`config.mk`:
```
export PLATFORM = sky130hd
export DESIGN_NAME = spi_host
export DESIGN_NICKNAME = d
export VERILOG_FILES = /design/src/rtl/spi_host_pkg.sv /design/src/rtl/spi_host_clkdiv.sv /design/src/rtl/spi_host_shifter.sv /design/src/rtl/spi_host_regs.sv /design/src/rtl/spi_host.sv
export SDC_FILE = /design/constraint.sdc
export NUM_CORES = 1
export LEC_CHECK = 0
export CORE_UTILIZATION = 60
export CTS_CLUSTER_DIAMETER = 60
export DETAILED_ROUTE_END_ITERATION = 7
export DONT_BUFFER_PORTS = 1
export PLACE_DENSITY = 0.76
export SLEW_MARGIN = 25
export SYNTH_ARGS = -nofsm -noshare
export SYNTH_HDL_FRONTEND = slang
export SYNTH_SLANG_ARGS = --single-unit
```
`constraint.sdc`:
```
create_clock -name clk_i -period 2.65 [get_ports clk_i]
set_input_delay 0.1325 -clock clk_i [delete_from_list [all_inputs] [get_ports clk_i]]
set_output_delay 0.1325 -clock clk_i [all_outputs]
set_load 0.005 [all_outputs]
```
`src/rtl/spi_host_pkg.sv`:
```
package spi_host_pkg;
  localparam int unsigned BYTE_W        = 8;
  localparam int unsigned STAT_BUSY_BIT = 0;
  localparam int unsigned STAT_DONE_BIT = 3;
  localparam int unsigned CTRL_EN_BIT   = 2;
  localparam int unsigned CTRL_CS_LSB   = 4;

  typedef enum logic [1:0] {
    OFS_CTRL = 2'd0,
    OFS_DATA = 2'd1,
    OFS_GO   = 2'd2,
    OFS_NONE = 2'd3
  } reg_ofs_e;
endpackage

```
`src/rtl/spi_host_clkdiv.sv`:
```
module spi_host_clkdiv #(
  parameter int unsigned SEL_W = 2
) (
  input  logic             clk_i,
  input  logic             rst_ni,
  input  logic             load_i,
  input  logic [SEL_W-1:0] sel_i,
  input  logic             run_i,
  output logic             tick_o
);
  localparam int unsigned CNT_W = (1 << SEL_W) - 1;

  logic [SEL_W-1:0] sel_q;
  logic [CNT_W-1:0] cnt_q;
  logic [CNT_W-1:0] limit;

  assign limit  = CNT_W'((32'd1 << sel_q) - 32'd1);
  assign tick_o = run_i && (cnt_q == limit);

  always_ff @(posedge clk_i or negedge rst_ni) begin
    if (!rst_ni) begin
      sel_q <= '0;
      cnt_q <= '0;
    end else begin
      if (load_i) sel_q <= sel_i;
      if (load_i || !run_i)   cnt_q <= '0;
      else if (cnt_q == limit) cnt_q <= '0;
      else                     cnt_q <= cnt_q + 1'b1;
    end
  end

  // rate is frozen for the whole exchange
  a_r5_rate_frozen: assert property (@(posedge clk_i) disable iff (!rst_ni)
    (run_i && !load_i) |=> $stable(sel_q) || !run_i);
  a_r5_cnt_bound: assert property (@(posedge clk_i) disable iff (!rst_ni)
    run_i |-> cnt_q <= limit);
endmodule

```
`src/rtl/spi_host_shifter.sv`:
```
module spi_host_shifter #(
  parameter int unsigned W = 8
) (
  input  logic         clk_i,
  input  logic         rst_ni,
  input  logic         start_i,
  input  logic         tick_i,
  input  logic [W-1:0] tx_i,
  input  logic         miso_i,
  output logic         busy_o,
  output logic         sck_o,
  output logic         mosi_o,
  output logic [W-1:0] rx_o,
  output logic         fin_o
);
  localparam int unsigned BC_W = $clog2(W);

  logic            busy_q, sck_q, mosi_q;
  logic [W-1:0]    sh_q, rx_sh_q;
  logic [BC_W-1:0] bit_q;
  logic            last;

  assign last  = (bit_q == BC_W'(W - 1));
  assign fin_o = busy_q && tick_i && sck_q && last;

  always_ff @(posedge clk_i or negedge rst_ni) begin
    if (!rst_ni) begin
      busy_q  <= 1'b0;
      sck_q   <= 1'b0;
      mosi_q  <= 1'b1;
      sh_q    <= '0;
      rx_sh_q <= '0;
      bit_q   <= '0;
    end else if (start_i && !busy_q) begin
      busy_q <= 1'b1;
      sck_q  <= 1'b0;
      sh_q   <= tx_i;
      mosi_q <= tx_i[W-1];
      bit_q  <= '0;
    end else if (busy_q && tick_i) begin
      if (!sck_q) begin
        sck_q   <= 1'b1;
        rx_sh_q <= {rx_sh_q[W-2:0], miso_i};
      end else begin
        sck_q <= 1'b0;
        if (last) begin
          busy_q <= 1'b0;
          mosi_q <= 1'b1;
        end else begin
          bit_q  <= bit_q + 1'b1;
          sh_q   <= sh_q << 1;
          mosi_q <= sh_q[W-2];
        end
      end
    end
  end

  assign busy_o = busy_q;
  assign sck_o  = sck_q;
  assign mosi_o = mosi_q;
  assign rx_o   = rx_sh_q;

  a_r4_sck_idle_low: assert property (@(posedge clk_i) disable iff (!rst_ni)
    !busy_q |-> !sck_q);
  a_r1_mosi_idle_high: assert property (@(posedge clk_i) disable iff (!rst_ni)
    !busy_q |-> mosi_q);
  a_r4_mosi_steady_high_phase: assert property (@(posedge clk_i) disable iff (!rst_ni)
    (sck_q && $past(sck_q)) |-> $stable(mosi_q));
  a_r9_busy_until_fin: assert property (@(posedge clk_i) disable iff (!rst_ni)
    (busy_q && !fin_o) |=> busy_q);
endmodule

```
`src/rtl/spi_host_regs.sv`:
```
module spi_host_regs
  import spi_host_pkg::*;
#(
  parameter int unsigned NUM_CS = 2,
  parameter int unsigned SEL_W  = 2
) (
  input  logic              clk_i,
  input  logic              rst_ni,
  input  logic              ce_i,
  input  logic [1:0]        addr_i,
  input  logic              we_i,
  input  logic [BYTE_W-1:0] wdata_i,
  output logic [BYTE_W-1:0] rdata_o,
  input  logic              busy_i,
  input  logic              fin_i,
  input  logic [BYTE_W-1:0] rx_i,
  output logic              start_o,
  output logic [SEL_W-1:0]  sel_o,
  output logic [BYTE_W-1:0] tx_o,
  output logic [NUM_CS-1:0] cs_no
);
  logic [BYTE_W-1:0] ctrl_q, tx_q, rx_q;
  logic              done_q;
  logic              wr;
  logic [NUM_CS-1:0] cs_act;
  logic              found;

  assign wr      = ce_i && we_i;
  assign start_o = wr && (addr_i == OFS_GO) && ctrl_q[CTRL_EN_BIT] && !busy_i;
  assign sel_o   = ctrl_q[SEL_W-1:0];
  assign tx_o    = tx_q;

  always_ff @(posedge clk_i or negedge rst_ni) begin
    if (!rst_ni) begin
      ctrl_q <= '0;
      tx_q   <= '0;
      rx_q   <= '0;
      done_q <= 1'b1;
    end else begin
      if (wr && addr_i == OFS_CTRL) ctrl_q <= wdata_i;
      if (wr && addr_i == OFS_DATA) tx_q   <= wdata_i;
      if (start_o)    done_q <= 1'b0;
      else if (fin_i) done_q <= 1'b1;
      if (fin_i) rx_q <= rx_i;
    end
  end

  // lowest enabled select wins
  always_comb begin
    cs_act = '0;
    found  = 1'b0;
    for (int i = 0; i < NUM_CS; i++) begin
      if (ctrl_q[CTRL_CS_LSB+i] && !found) begin
        cs_act[i] = 1'b1;
        found     = 1'b1;
      end
    end
  end
  assign cs_no = ~cs_act;

  always_comb begin
    rdata_o = '0;
    case (reg_ofs_e'(addr_i))
      OFS_CTRL: begin
        rdata_o[STAT_BUSY_BIT] = busy_i;
        rdata_o[STAT_DONE_BIT] = done_q;
      end
      OFS_DATA: rdata_o = rx_q;
      default:  rdata_o = '0;
    endcase
  end

  a_r2_cs_onehot: assert property (@(posedge clk_i) disable iff (!rst_ni)
    $onehot0(~cs_no));
  a_r7_done_busy_excl: assert property (@(posedge clk_i) disable iff (!rst_ni)
    !(busy_i && done_q));
  a_r8_rx_hold: assert property (@(posedge clk_i) disable iff (!rst_ni)
    (busy_i && !fin_i) |=> $stable(rx_q));
  a_r7_done_after_fin: assert property (@(posedge clk_i) disable iff (!rst_ni)
    fin_i |=> done_q && !busy_i);
endmodule

```
`src/rtl/spi_host.sv`:
```
module spi_host
  import spi_host_pkg::*;
#(
  parameter int unsigned NUM_CS = 2,
  parameter int unsigned SEL_W  = 2
) (
  input  logic              clk_i,
  input  logic              rst_ni,
  input  logic              ce_i,
  input  logic [1:0]        addr_i,
  input  logic              we_i,
  input  logic [BYTE_W-1:0] wdata_i,
  output logic [BYTE_W-1:0] rdata_o,
  output logic              sck_o,
  output logic              mosi_o,
  input  logic              miso_i,
  output logic [NUM_CS-1:0] cs_no
);
  logic              start, tick, busy, fin;
  logic [SEL_W-1:0]  sel;
  logic [BYTE_W-1:0] tx, rx;

  spi_host_regs #(.NUM_CS(NUM_CS), .SEL_W(SEL_W)) u_regs (
    .clk_i, .rst_ni, .ce_i, .addr_i, .we_i, .wdata_i, .rdata_o,
    .busy_i(busy), .fin_i(fin), .rx_i(rx),
    .start_o(start), .sel_o(sel), .tx_o(tx), .cs_no
  );

  spi_host_clkdiv #(.SEL_W(SEL_W)) u_div (
    .clk_i, .rst_ni, .load_i(start), .sel_i(sel), .run_i(busy), .tick_o(tick)
  );

  spi_host_shifter #(.W(BYTE_W)) u_shift (
    .clk_i, .rst_ni, .start_i(start), .tick_i(tick), .tx_i(tx), .miso_i,
    .busy_o(busy), .sck_o, .mosi_o, .rx_o(rx), .fin_o(fin)
  );
endmodule

```
==> flow_summary.toml <==
[synthesis]
yosysTopAreaCellShare = 0.545
yosysUniqueCellTypes = 39
ys.flop_type = "dfrtp_1"
synth_nets = 183
ys_ff_latch = 48
yosysSeqAreaShare = 0.570
synthTopCellsByCount = "46 x dfrtp_1, 28 x mux2_2, 20 x nand2_1"
yosysMostFrequentCell = "dfrtp_1"
async_flop_share = 1.00
yosysTopAreaCell = "dfrtp_1"
syn_area_sq_mm = 0.00211
synthTopCellsByArea = "dfrtp_1 55%, mux2_2 15%, nand2_1 3.6%"
synth_edf_count = 0
syn_area_per_cell_sq_um = 12.8
synth_cells = 165
yosysWarnings = 0

[placement]
pre_cts_ws_ns = 0.522
place.gp.congestion = 0.791
dp_hpwl_microns = 2590
placed_cells = 208
io_buffers = 0

[detailed_routing]
ant_nets = 0
avgRoutedWirePerCell_microns = 16.7
wl_microns = 3800
top_layer = "met4"
wl_met3_microns = 180
dr.pass1.iters = 4
drtIter0Drc = 52
viasPerCell = 5.79
drc_errors = 0
wl_met2_microns = 1810
met1_length_microns = 1740
vias = 1321

[pwr]
power.total_mw = 2.28
max-vdd-ir-drop_mv = 0.623
p_per_area_mw_per_mm2 = 961
leakage_nw = 1.12

[floorplan]
fp.dieH_microns = 61.3
die_w_microns = 61.3
boundaryPins = 27
dieArea_sq_mm = 0.00376
placementRows = 21
core_area_sq_mm = 0.00336
initial_core_util = 0.628

[critical_path]
worst_setup_path_start_kind = "flop"
worstPathMaxFanout = 9
cp.depth = 5
r2r_start = "u_div.sel_q[1]"
crit_path_end = "u_shift.rx_o[4]"
cp_cell_sequence = "nor4b_2, o31a_1, nor2_2, nor3b_4, mux2_2"
cp_data_arrival_time_ns = 2.41
worstSetupPathType = "flop to flop"
required_ns = 2.91
max_stage_delay_ns = 0.51
reg2reg_depth = 5
cp_top_family = "simple AND/OR/NAND/NOR gates"
r2r-end = "u_shift.rx_o[4]"
cpMaxStageDelayCell = "dfrtp_1"
crit_start = "u_div.sel_q[1]"
endpoint_kind = "flop"
reg2reg_slack_ns = 0.50
crit_buf_inv = 0

[min_path]
min_from = "addr_i[1]"
hold_path.class = "primary input to flop"

[cells_and_area]
area_growth_pct = 12.4
drive_above_1_share = 0.280
fin_cells = 228
n_antenna_cell = 0
final_nets = 199

[sta]
whs_ns = 0.0179
finalSetupViolCount = 0
max_slew_margin = 0.507
fin_crit_ns = 2.15
fmax_mhz = 464
drv_slew = 0
rsz0062_at_grt = "no"
skew_ns = 0.0150
hold_viol = 0
worstMarginPinSlew_ns = 0.734
tns_ns = 0
fin_crit_sh = 0.813
layout_setup_ws_ns = 0.497

[clock_network]
h-tree-depth = 2
cts.path.max_buffers = 2
clk_pin_slew_ns = 0.14
clockRootBuffer = "clkbuf_4"
postCtsSetupRepairBufs = 0
clock_sinks = 48
cts_tree = "yes"
clock_latency_ns = 0.37
cts_buffers = 5

[grt]
grt_usage = 0.230
grt_start_max_net_pins = 49
grt_pass1_wl_microns = 6010
grt.overflow.total = 0
grt_pass1_vias = 1324
antenna_found_initial = 0

[run]
cap_violations = 0

[run_status]
status = "complete, no violations"
[state kept, by name (all words and copies together), names as in the netlist]
| signal | flops |
|---|---|
| u_shift.rx_o | 8 |
| u_regs.rx_q | 8 |
| u_shift.busy_o | 1 |
| u_regs.ctrl_q | 5 |
| u_shift.bit_q | 3 |
| u_shift.sck_o | 1 |
| u_div.cnt_q | 3 |
| u_shift.mosi_o | 1 |
| u_shift.sh_q | 7 |
| u_regs.tx_o | 8 |
| u_div.sel_q | 2 |
| u_regs.done_q | 1 |
[report_power, final]
group / total (mW) / switching, mW / internal [mW]
Sequential: 1.20 / 0.216 / 0.982
Clock: 0.425 / 0.227 / 0.198
Combinational: 0.658 / 0.298 / 0.360
Total: 2.28 / 0.741 / 1.54
[stage by stage]
stage | instance area, sq um | utilization
after global placement | 2160 | 0.642
after floorplan | 2110 | -
after detailed placement | 2160 | 0.642
after CTS | 2370 | 0.706
after global routing | 2370 | 0.706
final | 2370 | 0.706
[area by class of cell]
| class | instances | area (sq um) |
|---|---|---|
| well taps | 46 | 57.6 |
| clock buffers | 6 | 41.3 |
| fillers | 273 | 990 |
| repair buffers | 13 | 145 |
| multi-input cells | 111 | 883 |
| flip-flops and latches | 48 | 1200 |
| inverters | 2 | 7.51 |
| clock inverters | 2 | 35.0 |
[layout by cell type (no fill, tap or decap), types with 2 or more instances in the layout]
cell type,synthesis,routed
and2_1,6,6
dfstp_2,2,2
ha_1,3,3
mux2i_1,2,2
nand2_1,20,20
inv_1,2,2
nor2_1,6,6
nand3_1,4,4
mux2_2,28,28
dlygate4sd3_1,0,11
a221o_1,5,5
o21ai_0,5,5
clkbuf_4,0,5
dfrtp_1,46,46
and3_1,6,6
a21oi_1,3,3
[how the worst min path moves through the flow]
stage | to | slack, ns | cells after the start
after floorplan | u_div.cnt_q[0] | -0.16 | 0
after global placement | u_shift.bit_q[0] | -0.16 | 0
after detailed placement | u_div.cnt_q[1] | -0.16 | 0
after CTS | u_regs.done_q | 0.007 | 3
after global routing | u_regs.done_q | 0.06 | 3
final | u_regs.done_q | 0.02 | 3
[tightest hold or removal path, delay by kind of cell]
| kind | cells | cell delay (ns) |
|---|---|---|
| AOI/OAI and AO/OA | 1 | 0.11 |
| and+or+nand+nor | 2 | 0.10 |
[kinds of logic (layout without fill, tap and decap cells)]
logic type               count (synthesis)  after routing  synth area share
adder cells (fa/ha/maj)                  3              3            0.0178
flip-flops                              48             48             0.570
AND/OR/NAND/NOR                         56             56             0.165
AO/OA/AOI/OAI                           21             21            0.0723
buffers and inverters                    6             23            0.0119
XOR/XNOR                                 1              1           0.00415
multiplexers                            30             30             0.159
[layer usage]
layer	vias to the layer above	GRT usage
li1	628	-
met1	662	0.305
met2	26	0.357
met3	5	0.0714
met4	0	0.0952
met5	-	0
[repair_timing]
action	CTS	global route
endpoints found under the hold margin	63	0
gates resized for setup	0	0
hold buffers	12	0
(Power assumes the default switching activity.)
